===== config.mk =====
export PLATFORM = sky130hd
export DESIGN_NAME = page_xlate_unit
export DESIGN_NICKNAME = d
export VERILOG_FILES = /design/src/rtl/pxu_pkg.sv /design/src/rtl/pxu_map_file.sv /design/src/rtl/pxu_wr_table.sv /design/src/rtl/pxu_router.sv /design/src/rtl/pxu_irq_ctrl.sv /design/src/rtl/page_xlate_unit.sv
export SDC_FILE = /design/constraint.sdc
export NUM_CORES = 1
export LEC_CHECK = 0
export ABC_AREA = 1
export BUFFER_PORTS_ARGS = -buffer_cell sky130_fd_sc_hd__buf_2
export CAP_MARGIN = 20
export CORE_MARGIN = 2
export CORE_UTILIZATION = 45
export CTS_CLUSTER_DIAMETER = 50
export CTS_CLUSTER_SIZE = 40
export DETAILED_ROUTE_END_ITERATION = 8
export PLACE_DENSITY_LB_ADDON = 0.15
export SYNTH_ARGS = -nofsm -noshare
export SYNTH_HDL_FRONTEND = slang
export SYNTH_SLANG_ARGS = --single-unit

===== constraint.sdc =====
create_clock -name clk -period 4.7 [get_ports clk]
set_input_delay 0.235 -clock clk [delete_from_list [all_inputs] [get_ports clk]]
set_output_delay 0.235 -clock clk [all_outputs]
set_load 0.1 [all_outputs]

===== src/rtl/pxu_pkg.sv =====
package pxu_pkg;
   typedef enum logic [1:0] {
      RT_MEM  = 2'd0,
      RT_IO   = 2'd1,
      RT_SAVE = 2'd2
   } route_e;
endpackage


===== src/rtl/pxu_map_file.sv =====
module pxu_map_file #(
   parameter int          NREG      = 8,
   parameter int          BANK_W    = 8,
   parameter int          SEL_W     = 3,
   parameter logic [7:0]  RST_FIRST = 8'hFF,
   parameter logic [7:0]  RST_REST  = 8'h00
) (
   input  logic              clk,
   input  logic              rst_n,
   input  logic              we,
   input  logic [SEL_W-1:0]  wsel,
   input  logic [BANK_W-1:0] wdata,
   input  logic [SEL_W-1:0]  rsel,
   output logic [BANK_W-1:0] rdata,
   input  logic [SEL_W-1:0]  xsel,
   output logic [BANK_W-1:0] xbank
);
   if (NREG != (1 << SEL_W)) begin : g_chk_nreg
      $error("pxu_map_file: NREG must equal 2**SEL_W");
   end

   logic [BANK_W-1:0] regs_q [NREG];

   for (genvar gi = 0; gi < NREG; gi++) begin : g_reg
      localparam logic [BANK_W-1:0] RST_V = (gi == 0) ? BANK_W'(RST_FIRST) : BANK_W'(RST_REST);
      always_ff @(posedge clk or negedge rst_n) begin
         if (!rst_n)
            regs_q[gi] <= RST_V;
         else if (we && (wsel == SEL_W'(gi)))
            regs_q[gi] <= wdata;
      end
   end

   assign rdata = regs_q[rsel];
   assign xbank = regs_q[xsel];
endmodule


===== src/rtl/pxu_wr_table.sv =====
module pxu_wr_table #(
   parameter int BANK_W    = 8,
   parameter bit USE_TABLE = 1'b1
) (
   input  logic              clk,
   input  logic              rst_n,
   input  logic              wp_we,
   input  logic [BANK_W-1:0] wp_bank,
   input  logic              wp_flag,
   input  logic [BANK_W-1:0] look_bank,
   output logic              look_ok
);
   localparam int NBANK = 1 << BANK_W;

   if (USE_TABLE) begin : g_table
      logic [NBANK-1:0] flags_q;
      always_ff @(posedge clk or negedge rst_n) begin
         if (!rst_n)
            flags_q <= '0;
         else if (wp_we)
            flags_q[wp_bank] <= wp_flag;
      end
      assign look_ok = flags_q[look_bank];
   end else begin : g_all_open
      logic unused_in;
      assign unused_in = ^{clk, rst_n, wp_we, wp_bank, wp_flag, look_bank};
      assign look_ok   = 1'b1;
   end
endmodule


===== src/rtl/pxu_router.sv =====
module pxu_router
   import pxu_pkg::*;
#(
   parameter int          BANK_W     = 8,
   parameter int          PAGE_BITS  = 13,
   parameter int          DATA_W     = 8,
   parameter logic [7:0]  IO_BANK    = 8'hFF,
   parameter logic [7:0]  SAVE_BANK  = 8'hF7,
   parameter int          SAVE_BYTES = 2048
) (
   input  logic [BANK_W-1:0]           bank,
   input  logic [PAGE_BITS-1:0]        offset,
   input  logic                        acc_rd,
   input  logic                        acc_wr,
   input  logic [DATA_W-1:0]           acc_wdata,
   output logic [DATA_W-1:0]           acc_rdata,
   input  logic                        bank_writable,
   input  logic                        save_present,
   output logic [BANK_W+PAGE_BITS-1:0] mem_addr,
   output logic                        mem_rd,
   output logic                        mem_wr,
   output logic [DATA_W-1:0]           mem_wdata,
   input  logic [DATA_W-1:0]           mem_rdata,
   output logic [PAGE_BITS-1:0]        io_addr,
   output logic                        io_rd,
   output logic                        io_wr,
   output logic [DATA_W-1:0]           io_wdata,
   input  logic [DATA_W-1:0]           io_rdata
);
   localparam int PAGE_BYTES = 1 << PAGE_BITS;

   if (SAVE_BYTES > PAGE_BYTES || SAVE_BYTES < 1) begin : g_chk_save
      $error("pxu_router: SAVE_BYTES must fit within one page");
   end
   if (IO_BANK == SAVE_BANK) begin : g_chk_codes
      $error("pxu_router: the I/O and save bank codes must differ");
   end

   route_e route;
   logic   save_in_range;
   logic   wr_allowed;

   always_comb begin
      if (bank == BANK_W'(IO_BANK))
         route = RT_IO;
      else if (bank == BANK_W'(SAVE_BANK))
         route = RT_SAVE;
      else
         route = RT_MEM;
   end

   assign save_in_range = ({1'b0, offset} < (PAGE_BITS+1)'(SAVE_BYTES));

   always_comb begin
      case (route)
         RT_SAVE: wr_allowed = save_present && save_in_range;
         RT_MEM:  wr_allowed = bank_writable;
         default: wr_allowed = 1'b0;
      endcase
   end

   assign mem_addr  = {bank, offset};
   assign mem_rd    = acc_rd && (route != RT_IO);
   assign mem_wr    = acc_wr && wr_allowed;
   assign mem_wdata = acc_wdata;

   assign io_addr   = offset;
   assign io_rd     = acc_rd && (route == RT_IO);
   assign io_wr     = acc_wr && (route == RT_IO);
   assign io_wdata  = acc_wdata;

   assign acc_rdata = (route == RT_IO) ? io_rdata : mem_rdata;
endmodule


===== src/rtl/pxu_irq_ctrl.sv =====
module pxu_irq_ctrl #(
   parameter int NUM_IRQ = 3,
   parameter int QSEL_W  = 2
) (
   input  logic               clk,
   input  logic               rst_n,
   input  logic [NUM_IRQ-1:0] irq_set,
   input  logic [NUM_IRQ-1:0] irq_clr,
   input  logic [NUM_IRQ-1:0] irq_disable,
   input  logic [QSEL_W-1:0]  irq_qsel,
   output logic [NUM_IRQ-1:0] irq_pending,
   output logic               irq_hit
);
   if ((1 << QSEL_W) < NUM_IRQ) begin : g_chk_qsel
      $error("pxu_irq_ctrl: QSEL_W too narrow for NUM_IRQ");
   end

   logic [NUM_IRQ-1:0] active_q;

   for (genvar gi = 0; gi < NUM_IRQ; gi++) begin : g_src
      always_ff @(posedge clk or negedge rst_n) begin
         if (!rst_n)
            active_q[gi] <= 1'b0;
         else if (irq_set[gi])
            active_q[gi] <= 1'b1;
         else if (irq_clr[gi])
            active_q[gi] <= 1'b0;
      end
   end

   assign irq_pending = active_q & ~irq_disable;

   always_comb begin
      irq_hit = 1'b0;
      for (int i = 0; i < NUM_IRQ; i++)
         if (irq_qsel == QSEL_W'(i))
            irq_hit = irq_pending[i];
   end
endmodule


===== src/rtl/page_xlate_unit.sv =====
module page_xlate_unit #(
   parameter int          LOG_AW     = 16,
   parameter int          PAGE_BITS  = 13,
   parameter int          BANK_W     = 8,
   parameter int          DATA_W     = 8,
   parameter int          NUM_IRQ    = 3,
   parameter int          QSEL_W     = 2,
   parameter logic [7:0]  IO_BANK    = 8'hFF,
   parameter logic [7:0]  SAVE_BANK  = 8'hF7,
   parameter int          SAVE_BYTES = 2048,
   parameter bit          USE_TABLE  = 1'b1,
   localparam int         SEL_W      = LOG_AW - PAGE_BITS,
   localparam int         PHYS_W     = BANK_W + PAGE_BITS
) (
   input  logic               clk,
   input  logic               rst_n,
   input  logic               map_we,
   input  logic [SEL_W-1:0]   map_wsel,
   input  logic [BANK_W-1:0]  map_wdata,
   input  logic [SEL_W-1:0]   map_rsel,
   output logic [BANK_W-1:0]  map_rdata,
   input  logic               wp_we,
   input  logic [BANK_W-1:0]  wp_bank,
   input  logic               wp_flag,
   input  logic               save_present,
   input  logic [LOG_AW-1:0]  acc_addr,
   input  logic               acc_rd,
   input  logic               acc_wr,
   input  logic [DATA_W-1:0]  acc_wdata,
   output logic [DATA_W-1:0]  acc_rdata,
   output logic [PHYS_W-1:0]  mem_addr,
   output logic               mem_rd,
   output logic               mem_wr,
   output logic [DATA_W-1:0]  mem_wdata,
   input  logic [DATA_W-1:0]  mem_rdata,
   output logic [PAGE_BITS-1:0] io_addr,
   output logic               io_rd,
   output logic               io_wr,
   output logic [DATA_W-1:0]  io_wdata,
   input  logic [DATA_W-1:0]  io_rdata,
   input  logic [NUM_IRQ-1:0] irq_set,
   input  logic [NUM_IRQ-1:0] irq_clr,
   input  logic [NUM_IRQ-1:0] irq_disable,
   input  logic [QSEL_W-1:0]  irq_qsel,
   output logic [NUM_IRQ-1:0] irq_pending,
   output logic               irq_hit
);
   localparam int NREG = 1 << SEL_W;

   if (SEL_W < 1) begin : g_chk_sel
      $error("page_xlate_unit: LOG_AW must exceed PAGE_BITS");
   end
   if (BANK_W < 8) begin : g_chk_bank
      $error("page_xlate_unit: BANK_W must hold the reserved bank codes");
   end

   logic [SEL_W-1:0]     page_sel;
   logic [PAGE_BITS-1:0] page_off;
   logic [BANK_W-1:0]    cur_bank;
   logic                 cur_writable;

   assign page_sel = acc_addr[LOG_AW-1:PAGE_BITS];
   assign page_off = acc_addr[PAGE_BITS-1:0];

   pxu_map_file #(
      .NREG      (NREG),
      .BANK_W    (BANK_W),
      .SEL_W     (SEL_W),
      .RST_FIRST (IO_BANK),
      .RST_REST  (8'h00)
   ) u_map (
      .clk   (clk),
      .rst_n (rst_n),
      .we    (map_we),
      .wsel  (map_wsel),
      .wdata (map_wdata),
      .rsel  (map_rsel),
      .rdata (map_rdata),
      .xsel  (page_sel),
      .xbank (cur_bank)
   );

   pxu_wr_table #(
      .BANK_W    (BANK_W),
      .USE_TABLE (USE_TABLE)
   ) u_wrt (
      .clk       (clk),
      .rst_n     (rst_n),
      .wp_we     (wp_we),
      .wp_bank   (wp_bank),
      .wp_flag   (wp_flag),
      .look_bank (cur_bank),
      .look_ok   (cur_writable)
   );

   pxu_router #(
      .BANK_W     (BANK_W),
      .PAGE_BITS  (PAGE_BITS),
      .DATA_W     (DATA_W),
      .IO_BANK    (IO_BANK),
      .SAVE_BANK  (SAVE_BANK),
      .SAVE_BYTES (SAVE_BYTES)
   ) u_route (
      .bank          (cur_bank),
      .offset        (page_off),
      .acc_rd        (acc_rd),
      .acc_wr        (acc_wr),
      .acc_wdata     (acc_wdata),
      .acc_rdata     (acc_rdata),
      .bank_writable (cur_writable),
      .save_present  (save_present),
      .mem_addr      (mem_addr),
      .mem_rd        (mem_rd),
      .mem_wr        (mem_wr),
      .mem_wdata     (mem_wdata),
      .mem_rdata     (mem_rdata),
      .io_addr       (io_addr),
      .io_rd         (io_rd),
      .io_wr         (io_wr),
      .io_wdata      (io_wdata),
      .io_rdata      (io_rdata)
   );

   pxu_irq_ctrl #(
      .NUM_IRQ (NUM_IRQ),
      .QSEL_W  (QSEL_W)
   ) u_irq (
      .clk         (clk),
      .rst_n       (rst_n),
      .irq_set     (irq_set),
      .irq_clr     (irq_clr),
      .irq_disable (irq_disable),
      .irq_qsel    (irq_qsel),
      .irq_pending (irq_pending),
      .irq_hit     (irq_hit)
   );
endmodule


==> flow_metrics.tcl <==
set metrics [dict create \
    r2r_start "u_irq.active_q[1]$_DFFE_PN0P_" \
    drc 0 \
    drtIter0Drc 1590 \
    fp.dieW_um 200.3 \
    diodes 0 \
    critPathRequiredTime_ns 4.47 \
    cp_max_fo 44 \
    max-clock-path-buffers 3 \
    synthAdderAreaFrac_pct 0 \
    critPathKind "flip-flop to output port" \
    synth_simple_gate_area_share_pct 19.54 \
    dp_hpwl_um 31570 \
    slew_headroom_pct 28.40 \
    met2_usage_pct 41.98 \
    vias 15830 \
    track_usage_pct 27.47 \
    layout-drive-gt1-share_pct 13.07 \
    synth_cells 2222 \
    muxShareOfSynthArea_pct 1.566 \
    post-place-ws_ns 1.221 \
    cts_sinks 323 \
    grt_pass1_wl_um 87760 \
    wirelength_um 55150 \
    layout.nets 2268 \
    syn-cell-area_um2 17330 \
    tightest_slew_ns 1.065 \
    p_leak_nw 9.335 \
    cts_buffers 42 \
    crit_start "u_map.regs_q[49]$_DFFE_PN0P_" \
    cap_violations 0 \
    syn-num-nets 2303 \
    setup_viol 0 \
    synth_edf_count 0 \
    clk_pin_slew_ns 0.06 \
    finalClockSkew_ns 0 \
    clockRootBuffer "clkbuf_16" \
    tns_ns 0 \
    globalRoute.busiestLayer "met2" \
    seq_area_frac_synth_pct 46.69 \
    io_pins 155 \
    outcome "completed" \
    fillers 3708 \
    synth_compound_area_share_pct 21.77 \
    clock_latency_ns 0.55 \
    cts_tree "yes" \
    async_flop_share_pct 100.0 \
    grt_max_degree 144 \
    max_freq_mhz 258.6 \
    synthDistinctLibCells 37 \
    std_cell_rows 71 \
    die_area_um2 40100 \
    dominantRegCellSynth "dfrtp_1" \
    synth_top_area_cell "dfrtp_1" \
    use_met3_pct 5.597 \
    hold_class "input pin to flip-flop" \
    avgViaCountPerCell 5.799 \
    initial_utilization_pct 45.80 \
    layout_worst_path_cycle_share_pct 82.29 \
    worstSetupEndpointType "output port" \
    first_pass_iters 5 \
    post_cts_buffers 0 \
    area_growth_syn_to_layout_pct 14.64 \
    start_kind "flip-flop" \
    fin_ws_ns 0.8324 \
    period_needed_ns 3.868 \
    post_drt_wl_per_cell_um 20.20 \
    holdCritStartpoint "wp_bank[0]" \
    peakVddDrop_mv 0.3516 \
    arrival_ns 3.63 \
    ys_ff_latch 323 \
    die_h_um 200.3 \
    yosysWarnings 0 \
    final_max_slew_viol_count 0 \
    grtUsageMet1_pct 38.19 \
    grt.overflow.total 0 \
    synth_top_family_by_area "compound AO/OA/AOI/OAI gates" \
    numPortBuffers 97 \
    antenna_left 0 \
    synth_xor_xnor_area_share_pct 0 \
    power.density_nw_per_um2 429.8 \
    avgSynthCellArea_um2 7.801 \
    synthTopCellsByArea "dfrtp_1 (45%), nand2_1 (10%), a31oi_1 (8.4%), a21oi_1 (8.0%), nand3_1 (6.1%)" \
    gp_congestion 0.8949 \
    rsz0062_at_grt "false" \
    synthDominantCellAreaShare_pct 45.48 \
    core_um2 37840 \
    hold_violations 0 \
    synth_common_cells "nand2_1 (475), dfrtp_1 (315), a21oi_1 (276), a31oi_1 (232), nand3_1 (211)" \
    ctsHtreeMaxLevel 2 \
    grt_pass1_vias 15160 \
    post-synth-top-count-cell "nand2_1" \
    antenna_found_initial 1 \
]
==> state kept, by name, summed over array words and instances (netlist names) <==
name	cells
u_map.regs_q	64
u_irq.active_q	3
u_wrt.g_table.flags_q	256
==> worst max-delay path, cell delays in order, from the launching register on <==
cell	delay [ns]
dfrtp_1	0.38
inv_1	0.12
nand2_1	0.07
nand3_1	0.08
nand2_1	0.10
o21ai_4	0.74
buf_12	0.34
nand3_1	0.11
nand3_1	0.09
nand2_1	0.06
nor2_1	0.08
nand2_1	0.10
nand3_1	0.14
nand3_1	0.09
nand2_1	0.08
nand2_1	0.08
a21oi_2	0.18
buf_12	0.19
==> kinds of logic after synthesis <==
group	Yosys count
AO/OA/AOI/OAI	676
buffers and inverters	401
flip-flops	323
multiplexers	27
AND/OR/NAND/NOR	795
==> worst paths after layout <==
path | to | slack (ns) | cells past startpoint
min in group asynchronous | u_wrt.g_table.flags_q[6]$_DFFE_PN0P_ | 0.31 | 2
hold / removal | u_wrt.g_table.flags_q[40]$_DFFE_PN0P_ | 0.22 | 3
max in group asynchronous | u_wrt.g_table.flags_q[76]$_DFFE_PN0P_ | 3.15 | 3
setup / recovery | mem_wr | 0.83 | 17
hold reg to reg | u_map.regs_q[25]$_DFFE_PN0P_ | 0.48 | 2
setup reg to reg | u_irq.active_q[1]$_DFFE_PN0P_ | 3.55 | 3
==> cells in the final DEF, fill, tap and decap left out, types with 8 or more instances in the layout <==
master / synthesis / layout
buf_12: 0 / 21
nor2_2: 1 / 20
o21ai_1: 17 / 17
buf_2: 29 / 84
nand2_1: 475 / 474
buf_8: 0 / 10
a31oi_1: 232 / 232
clkbuf_16: 0 / 43
o211ai_1: 20 / 20
dfstp_2: 8 / 8
a21oi_1: 276 / 275
buf_4: 57 / 32
dfrtp_1: 315 / 315
nand3_1: 211 / 211
dlygate4sd3_1: 0 / 15
nor4_2: 0 / 8
inv_1: 148 / 148
nor2_1: 73 / 54
nand3b_1: 11 / 11
mux2i_1: 26 / 26
o21ai_0: 118 / 118
==> timing repair <==
item	4_1_cts	5_1_grt
resized for setup	0	0
hold endpoints to repair	101	0
endpoints found under the setup margin	0	0
hold buffers	15	0
==> metrics by stage <==
step | hold slack (ns) | power [mW] | utilization [%] | instance area (µm²) | std cells
finish | 0.2202 | 8.540 | 52.51 | 19870 | 2730
floorplan | -0.06059 | 4.645 | - | 17340 | 2222
CTS | 0.1975 | 8.594 | 52.16 | 19740 | 2721
detailed placement | 0.3311 | 5.051 | 47.71 | 18060 | 2630
global route | 0.2593 | 8.949 | 52.51 | 19870 | 2730
global placement | 0.3247 | 5.033 | 47.53 | 17990 | 2627
==> report_power, final <==
group	switching (mW)	internal, mW
registers	0.169	3.07
clock network	1.36	2.14
logic	1.27	0.528
total	2.80	5.74
==> final cells by class <==
| class | count | area [µm²] | share of cell area (%) |
|---|---|---|---|
| Clock buffer | 50 | 1162 | 5.850 |
| Clock inverter | 26 | 370.4 | 1.864 |
| Inverter | 157 | 594.3 | 2.991 |
| Multi-Input combinational cell | 1498 | 7564 | 38.06 |
| Sequential cell | 323 | 8093 | 40.73 |
| Tap cell | 511 | 639.4 | 3.218 |
| Timing Repair Buffer | 165 | 1448 | 7.285 |
==> routing by layer <==
metal  share of wire (%)  vias up
met5               0.024        -
met4                 3.8        2
met3                 7.5      123
met2                  45      614
met1                  44     7579
li1                    -     7514
Power figures use the tool's default switching activity.
